==> src/rtl/sdc_pkg.sv <==
package sdc_pkg;
  localparam logic [7:0] FILL_BYTE   = 8'hFF;
  localparam int         FRAME_BYTES = 6;
  localparam int         TAIL_BYTES  = 4;
  localparam logic [1:0] CMD_PREFIX  = 2'b01;

  typedef enum logic [2:0] {
    PH_PRE,
    PH_CMD,
    PH_POLL,
    PH_TAIL,
    PH_TRAIL
  } phase_t;
endpackage

==> src/rtl/sdc_frame_sel.sv <==
module sdc_frame_sel
  import sdc_pkg::*;
(
  input  logic [2:0]  sel,
  input  logic [5:0]  index,
  input  logic [31:0] arg,
  input  logic [7:0]  crc,
  output logic [7:0]  byte_o
);
  logic [7:0] frame [FRAME_BYTES];

  assign frame[0] = {CMD_PREFIX, index};
  assign frame[FRAME_BYTES-1] = crc;

  genvar g;
  generate
    for (g = 1; g < FRAME_BYTES - 1; g++) begin : g_arg
      assign frame[g] = arg[31 - 8*(g-1) -: 8];
    end
  endgenerate

  always_comb begin
    byte_o = FILL_BYTE;
    for (int i = 0; i < FRAME_BYTES; i++)
      if (sel == 3'(i)) byte_o = frame[i];
  end
endmodule

==> src/rtl/sdc_poll_limit.sv <==
module sdc_poll_limit #(
  parameter int LIMIT = 5000
) (
  input  logic clk,
  input  logic rst_n,
  input  logic clr,
  input  logic inc,
  output logic last
);
  localparam int PW = $clog2(LIMIT + 1);
  localparam logic [PW-1:0] LIM_C = PW'(LIMIT);

  logic [PW-1:0] count;

  always_ff @(posedge clk or negedge rst_n) begin
    if (!rst_n)   count <= '0;
    else if (clr) count <= '0;
    else if (inc) count <= count + 1'b1;
  end

  assign last = (count == LIM_C);

  a_r5_poll_bound: assert property (@(posedge clk) disable iff (!rst_n)
    count <= LIM_C);
  a_r5_no_inc_at_limit: assert property (@(posedge clk) disable iff (!rst_n)
    (last && !clr) |=> last);
endmodule

==> src/rtl/sdc_tail_shift.sv <==
module sdc_tail_shift #(
  parameter int NBYTES = 4
) (
  input  logic              clk,
  input  logic              rst_n,
  input  logic              clr,
  input  logic              en,
  input  logic [7:0]        byte_in,
  output logic [8*NBYTES-1:0] word
);
  always_ff @(posedge clk or negedge rst_n) begin
    if (!rst_n)   word <= '0;
    else if (clr) word <= '0;
    else if (en)  word <= {word[8*NBYTES-9:0], byte_in};
  end

  a_r7_shift_in: assert property (@(posedge clk) disable iff (!rst_n)
    (en && !clr) |=> word[7:0] == $past(byte_in));
endmodule

==> src/rtl/sd_cmd_engine.sv <==
module sd_cmd_engine
  import sdc_pkg::*;
#(
  parameter int TIMEOUT_POLLS = 5000
) (
  input  logic        clk,
  input  logic        rst_n,
  input  logic        req_valid,
  output logic        req_ready,
  input  logic [5:0]  req_index,
  input  logic [31:0] req_arg,
  input  logic [7:0]  req_crc,
  input  logic        req_tail,
  input  logic        req_hold,
  output logic        spi_start,
  output logic [7:0]  spi_tx,
  input  logic        spi_done,
  input  logic [7:0]  spi_rx,
  output logic        spi_cs_n,
  output logic        rsp_valid,
  output logic [7:0]  rsp_r1,
  output logic [31:0] rsp_tail,
  output logic        rsp_timeout
);
  localparam logic [2:0] LAST_FRAME = 3'(FRAME_BYTES - 1);
  localparam logic [2:0] LAST_TAIL  = 3'(TAIL_BYTES - 1);

  logic        busy;
  phase_t      phase;
  logic [2:0]  idx;
  logic [5:0]  index_q;
  logic [31:0] arg_q;
  logic [7:0]  crc_q;
  logic        tail_q, hold_q;

  logic        accept, step, r1_ok, poll_last;
  logic        poll_inc, tail_en, fin, fin_to;
  logic [2:0]  next_sel;
  logic [7:0]  frame_byte;

  assign req_ready = !busy;
  assign accept    = req_valid && !busy;
  assign step      = busy && spi_done;
  assign r1_ok     = !spi_rx[7];
  assign next_sel  = (phase == PH_PRE) ? 3'd0 : idx + 3'd1;

  assign poll_inc = step && ((phase == PH_CMD && idx == LAST_FRAME) ||
                             (phase == PH_POLL && !r1_ok && !poll_last));
  assign tail_en  = step && (phase == PH_TAIL);
  assign fin_to   = step && (phase == PH_POLL) && !r1_ok && poll_last;
  assign fin      = fin_to ||
                    (step && phase == PH_POLL && r1_ok && !tail_q) ||
                    (step && phase == PH_TAIL && idx == LAST_TAIL);

  sdc_frame_sel u_frame (
    .sel    (next_sel),
    .index  (index_q),
    .arg    (arg_q),
    .crc    (crc_q),
    .byte_o (frame_byte)
  );

  sdc_poll_limit #(.LIMIT(TIMEOUT_POLLS)) u_poll (
    .clk   (clk),
    .rst_n (rst_n),
    .clr   (accept),
    .inc   (poll_inc),
    .last  (poll_last)
  );

  sdc_tail_shift #(.NBYTES(TAIL_BYTES)) u_tail (
    .clk     (clk),
    .rst_n   (rst_n),
    .clr     (accept),
    .en      (tail_en),
    .byte_in (spi_rx),
    .word    (rsp_tail)
  );

  always_ff @(posedge clk or negedge rst_n) begin
    if (!rst_n) begin
      busy        <= 1'b0;
      phase       <= PH_PRE;
      idx         <= '0;
      index_q     <= '0;
      arg_q       <= '0;
      crc_q       <= '0;
      tail_q      <= 1'b0;
      hold_q      <= 1'b0;
      spi_start   <= 1'b0;
      spi_tx      <= FILL_BYTE;
      spi_cs_n    <= 1'b1;
      rsp_valid   <= 1'b0;
      rsp_r1      <= FILL_BYTE;
      rsp_timeout <= 1'b0;
    end else begin
      spi_start <= 1'b0;
      rsp_valid <= 1'b0;
      if (accept) begin
        busy        <= 1'b1;
        index_q     <= req_index;
        arg_q       <= req_arg;
        crc_q       <= req_crc;
        tail_q      <= req_tail;
        hold_q      <= req_hold;
        phase       <= PH_PRE;
        idx         <= '0;
        spi_cs_n    <= 1'b0;
        spi_tx      <= FILL_BYTE;
        spi_start   <= 1'b1;
        rsp_r1      <= FILL_BYTE;
        rsp_timeout <= 1'b0;
      end else if (step) begin
        unique case (phase)
          PH_PRE: begin
            phase     <= PH_CMD;
            idx       <= '0;
            spi_tx    <= frame_byte;
            spi_start <= 1'b1;
          end
          PH_CMD: begin
            if (idx == LAST_FRAME) begin
              phase  <= PH_POLL;
              spi_tx <= FILL_BYTE;
            end else begin
              idx    <= next_sel;
              spi_tx <= frame_byte;
            end
            spi_start <= 1'b1;
          end
          PH_POLL: begin
            if (r1_ok) begin
              rsp_r1 <= spi_rx;
              if (tail_q) begin
                phase     <= PH_TAIL;
                idx       <= '0;
                spi_tx    <= FILL_BYTE;
                spi_start <= 1'b1;
              end
            end else if (!poll_last) begin
              spi_tx    <= FILL_BYTE;
              spi_start <= 1'b1;
            end
          end
          PH_TAIL: begin
            if (idx != LAST_TAIL) begin
              idx       <= idx + 3'd1;
              spi_tx    <= FILL_BYTE;
              spi_start <= 1'b1;
            end
          end
          PH_TRAIL: begin
            busy      <= 1'b0;
            rsp_valid <= 1'b1;
          end
          default: busy <= 1'b0;
        endcase
        if (fin) begin
          rsp_timeout <= fin_to;
          if (fin_to || !hold_q) begin
            spi_cs_n  <= 1'b1;
            phase     <= PH_TRAIL;
            spi_tx    <= FILL_BYTE;
            spi_start <= 1'b1;
          end else begin
            busy      <= 1'b0;
            rsp_valid <= 1'b1;
          end
        end
      end
    end
  end

  a_r9_start_pulse: assert property (@(posedge clk) disable iff (!rst_n)
    spi_start |=> !spi_start);
  a_r9_rsp_pulse: assert property (@(posedge clk) disable iff (!rst_n)
    rsp_valid |=> !rsp_valid);
  a_r1_busy_after_take: assert property (@(posedge clk) disable iff (!rst_n)
    (req_valid && req_ready) |=> !req_ready);
  a_r2_select_on_take: assert property (@(posedge clk) disable iff (!rst_n)
    (req_valid && req_ready) |=> (!spi_cs_n && spi_start && spi_tx == 8'hFF));
  a_r6_trail_high: assert property (@(posedge clk) disable iff (!rst_n)
    (spi_start && phase == PH_TRAIL) |-> (spi_cs_n && spi_tx == 8'hFF));
  a_r4_r1_bit7: assert property (@(posedge clk) disable iff (!rst_n)
    (rsp_valid && !rsp_timeout) |-> !rsp_r1[7]);
  a_r5_timeout_r1: assert property (@(posedge clk) disable iff (!rst_n)
    (rsp_valid && rsp_timeout) |-> rsp_r1 == 8'hFF);
  a_r8_hold_select: assert property (@(posedge clk) disable iff (!rst_n)
    (rsp_valid && !rsp_timeout && hold_q) |-> !spi_cs_n);
endmodule

==> config.mk <==
export PLATFORM = sky130hd
export DESIGN_NAME = sd_cmd_engine
export DESIGN_NICKNAME = d
export VERILOG_FILES = /design/src/rtl/sdc_pkg.sv /design/src/rtl/sdc_frame_sel.sv /design/src/rtl/sdc_poll_limit.sv /design/src/rtl/sdc_tail_shift.sv /design/src/rtl/sd_cmd_engine.sv
export SDC_FILE = /design/constraint.sdc
export NUM_CORES = 1
export LEC_CHECK = 0
export ABC_AREA = 1
export CORE_MARGIN = 5
export CORE_UTILIZATION = 52
export DETAILED_ROUTE_END_ITERATION = 10
export PLACE_DENSITY_LB_ADDON = 0.15
export SYNTH_ARGS = -nofsm -noshare
export SYNTH_HDL_FRONTEND = slang
export SYNTH_SLANG_ARGS = --single-unit
==> constraint.sdc <==
create_clock -name clk -period 2.8 [get_ports clk]
set_input_delay 0.28 -clock clk [delete_from_list [all_inputs] [get_ports clk]]
set_output_delay 0.28 -clock clk [all_outputs]
set_load 0.02 [all_outputs]
==> results.yml <==
floorplan:
  die_height_um: 117
  rows: 39
  start_util_pct: 52.6
  dieArea_sq_um: 13800
  core_sq_um: 11400
  pin_count: 113
  die_x_um: 117
critical_path:
  worstPathArrival_ns: 2.70
  crit_path_frequent_cell: "nand2_1"
  critPathLaunchType: "flop"
  cp-end-kind: "flop"
  crit_type: "flop to flop"
  worst-path-max-fanout: 10
  path_buf_inv: 1
  slowest_stage: "ha_1"
  cp_top_family: "simple AND/OR/NAND/NOR gates"
  critPathMaxStageDelay_ns: 0.48
  required_ns: 3.13
  crit_chain: "ha_1 -> ha_1 -> inv_1 -> nand2_1 -> nand3_1 -> nand2_1 -> nand2_1 -> nand4_1 -> nand2_1 -> nand2_1 -> nand2_1 -> nand2_1 -> nand2_1"
power_and_ir_drop:
  p_sw_mw: 3.90
  intPower_mw: 5.75
  p_per_area_nw_per_um2: 1220
  switching_share_pct: 40.4
  p_seq_share_pct: 31.6
  power_frac_comb_pct: 44.2
  leakage_nw: 3.69
  ir_worst_vdd_uv: 797
  clkPwrFrac_pct: 24.2
detailed_routing:
  drc: 0
  wl_per_cell_um: 15.8
  drt_iter0_markers: 424
  via_per_inst: 5.36
  dr.pass1.iters: 7
  routed_wl_um: 16100
  dr_total_vias: 5474
  ant_nets: 0
clock_network:
  clock_latency_ns: 0.41
  cts_root_buffer: "clkbuf_16"
  cts-htree-levels: 4
  cts_resized: 0
  path_clk_slew_ns: 0.05
  cts_inserted_buffers: 17
  clockBufferDepth: 2
  cts_tree: "built"
  post_cts_buffers: 0
  cts.sink_count: 120
grt:
  grt_pass1_vias: 5419
  grt_pass1_wl_um: 26100
  use_met1_pct: 30.4
  grt_max_degree: 78
  grt-ovfl-total: 0
  antenna_found_initial: 0
  met2_usage_pct: 40.5
  track_usage_pct: 24.7
  grt_util_met3_pct: 4.83
  top_usage_layer: "met2"
layout:
  nets: 930
  finish.utilization_pct: 69.5
  layout_commonest_cell: "nand2_1"
  mostFrequentLayoutCells: "nand2_1, clkdlybuf4s50_1, dfrtp_1"
  syn_to_final_growth_pct: 31.9
  antennaDiodeCount: 0
  drive_gt1_share_pct: 10.6
placement:
  numPortBuffers: 112
  dp_hpwl_um: 11800
  gp_congestion: 0.962
sta:
  tightest_slew_ns: 0.445
  finalClockSkew_ns: 0.00681
  rsz0062_at_grt: "false"
  setup_viol_count_final: 0
  max_slew_margin_pct: 70.3
  hold_viol: 0
  drv_slew: 0
  clock.fmax_mhz: 423
  fin_crit_sh_pct: 84.4
  fin_setup_tns_ns: 0
  fin_crit_ns: 2.36
run:
  maxCapViolCount: 0
logic_synthesis:
  avgSynthCellArea_sq_um: 7.96
  synth_area_sq_um: 5980
  synthCells: 752
  synth-seq-cells: 120
  yosysSeqAreaShare_pct: 50.5
  synth.net_count: 817
  yosysUniqueCellTypes: 39
  ys_warn_count: 0
run_status:
  status: "finished, final reports clean"
worst_hold_path:
  hp-class: "input pin to asynchronous set/reset pin"
-- through the flow --
stage / cell area, sq um / power [mW] / setup slack [ns] / hold WS, ns / cells
floorplan: 5980 / 5.75 / 0.813 / -0.0156 / 752
global placement: 7240 / 7.14 / 0.563 / 0.239 / 988
detailed placement: 7240 / 7.27 / 0.523 / 0.237 / 988
CTS: 7900 / 9.68 / 0.491 / 0.343 / 1021
global route: 7900 / 10.3 / 0.216 / 0.374 / 1021
finish: 7900 / 9.64 / 0.436 / 0.341 / 1021
-- final timing paths --
check	from	end	slack, ns	cells after the start
worst max register to register	idx[0]	spi_tx[1]	0.44	13
worst max-delay path	idx[0]	spi_tx[1]	0.44	13
worst min-delay path	rst_n	u_poll.count[0]	0.34	2
min in group clk	req_arg[12]	arg_q[12]	0.40	3
worst min register to register	arg_q[2]	arg_q[2]	0.47	2
max in group asynchronous	rst_n	arg_q[18]	1.81	3
-- worst reg2reg max path: cells and delay by family (launching register included) --
kind                     cells  cell delay [ns]
flip-flops                   1             0.47
adder cells (fa/ha/maj)      2             0.72
buffers and inverters        1             0.21
AND/OR/NAND/NOR             10             0.89
-- logic make-up after synthesis --
kind of cell    after synthesis  share of synthesized area (%)
xor+xnor                      4                          0.585
fa+ha+maj                     5                           1.05
buf+inv                     119                           7.90
simple gates                370                           27.4
flops                       120                           50.5
compound gates              134                           12.5
-- power by group through the flow --
stage	Clock, mW	Combinational, mW	Sequential [mW]
floorplan	0	2.44	3.31
global placement	0	4.10	3.04
detailed placement	0	4.21	3.06
CTS	2.37	4.26	3.05
global route	2.43	4.75	3.13
finish	2.33	4.26	3.05
-- routing by layer --
metal | routed length [um] | up-vias
met3 | 1040 | 52
met4 | 684 | 0
met2 | 7860 | 206
met5 | 0 | -
met1 | 6520 | 2546
li1 | - | 2670
-- synthesized netlist by cell type --
master | number | area (sq um)
nand4_1 | 11 | 68.8
xor2_1 | 4 | 35.0
o22ai_1 | 17 | 106
clkbuf_1 | 13 | 48.8
buf_2 | 9 | 45.0
dfstp_2 | 17 | 447
o21ai_2 | 1 | 8.76
o21ai_1 | 15 | 75.1
a21oi_4 | 1 | 16.3
nand2_4 | 3 | 33.8
nor2_1 | 51 | 191
ha_1 | 5 | 62.6
nand3b_1 | 4 | 30.0
nor3_4 | 1 | 16.3
inv_1 | 81 | 304
inv_2 | 10 | 37.5
nand2_1 | 224 | 841
or2_2 | 1 | 6.26
or2_1 | 1 | 6.26
o21ai_0 | 63 | 315
a21oi_2 | 1 | 8.76
o22ai_4 | 1 | 20.0
dfrtp_1 | 103 | 2580
o31ai_1 | 2 | 15.0
nor2_4 | 1 | 11.3
a21oi_1 | 25 | 125
nor3_1 | 11 | 55.1
o211ai_1 | 6 | 45.0
nor2_2 | 2 | 12.5
nor4_1 | 1 | 6.26
nand3_2 | 3 | 30.0
nor3_2 | 3 | 30.0
nor2_8 | 1 | 20.0
nand3_1 | 44 | 220
a31oi_1 | 2 | 12.5
buf_4 | 4 | 30.0
buf_1 | 2 | 7.51
nand2_2 | 6 | 37.5
nand4_2 | 2 | 25.0
-- registers in the layout, indices dropped and copies added (netlist names), 3 cells and up --
register and count:
arg_q 32, u_tail.word 32, u_poll.count 13, crc_q 8
rsp_r1 8, spi_tx 8, index_q 6, idx 3
phase 3
-- cell type report --
type,instances,area (sq um)
clock buffers,25,505
clock inverters,7,138
fillers,915,3470
inverters,91,342
multi-input cells,513,2490
flip-flops and latches,120,3020
well taps,143,179
repair buffers,122,1220
-- repair_timing --
| action | in CTS | in global routing |
|---|---|---|
| endpoints found under the hold margin | 20 | 0 |
| hold buffers | 1 | 0 |
| setup endpoints to repair | 0 | 0 |
Note: power is estimated with default switching activity, not from simulation.
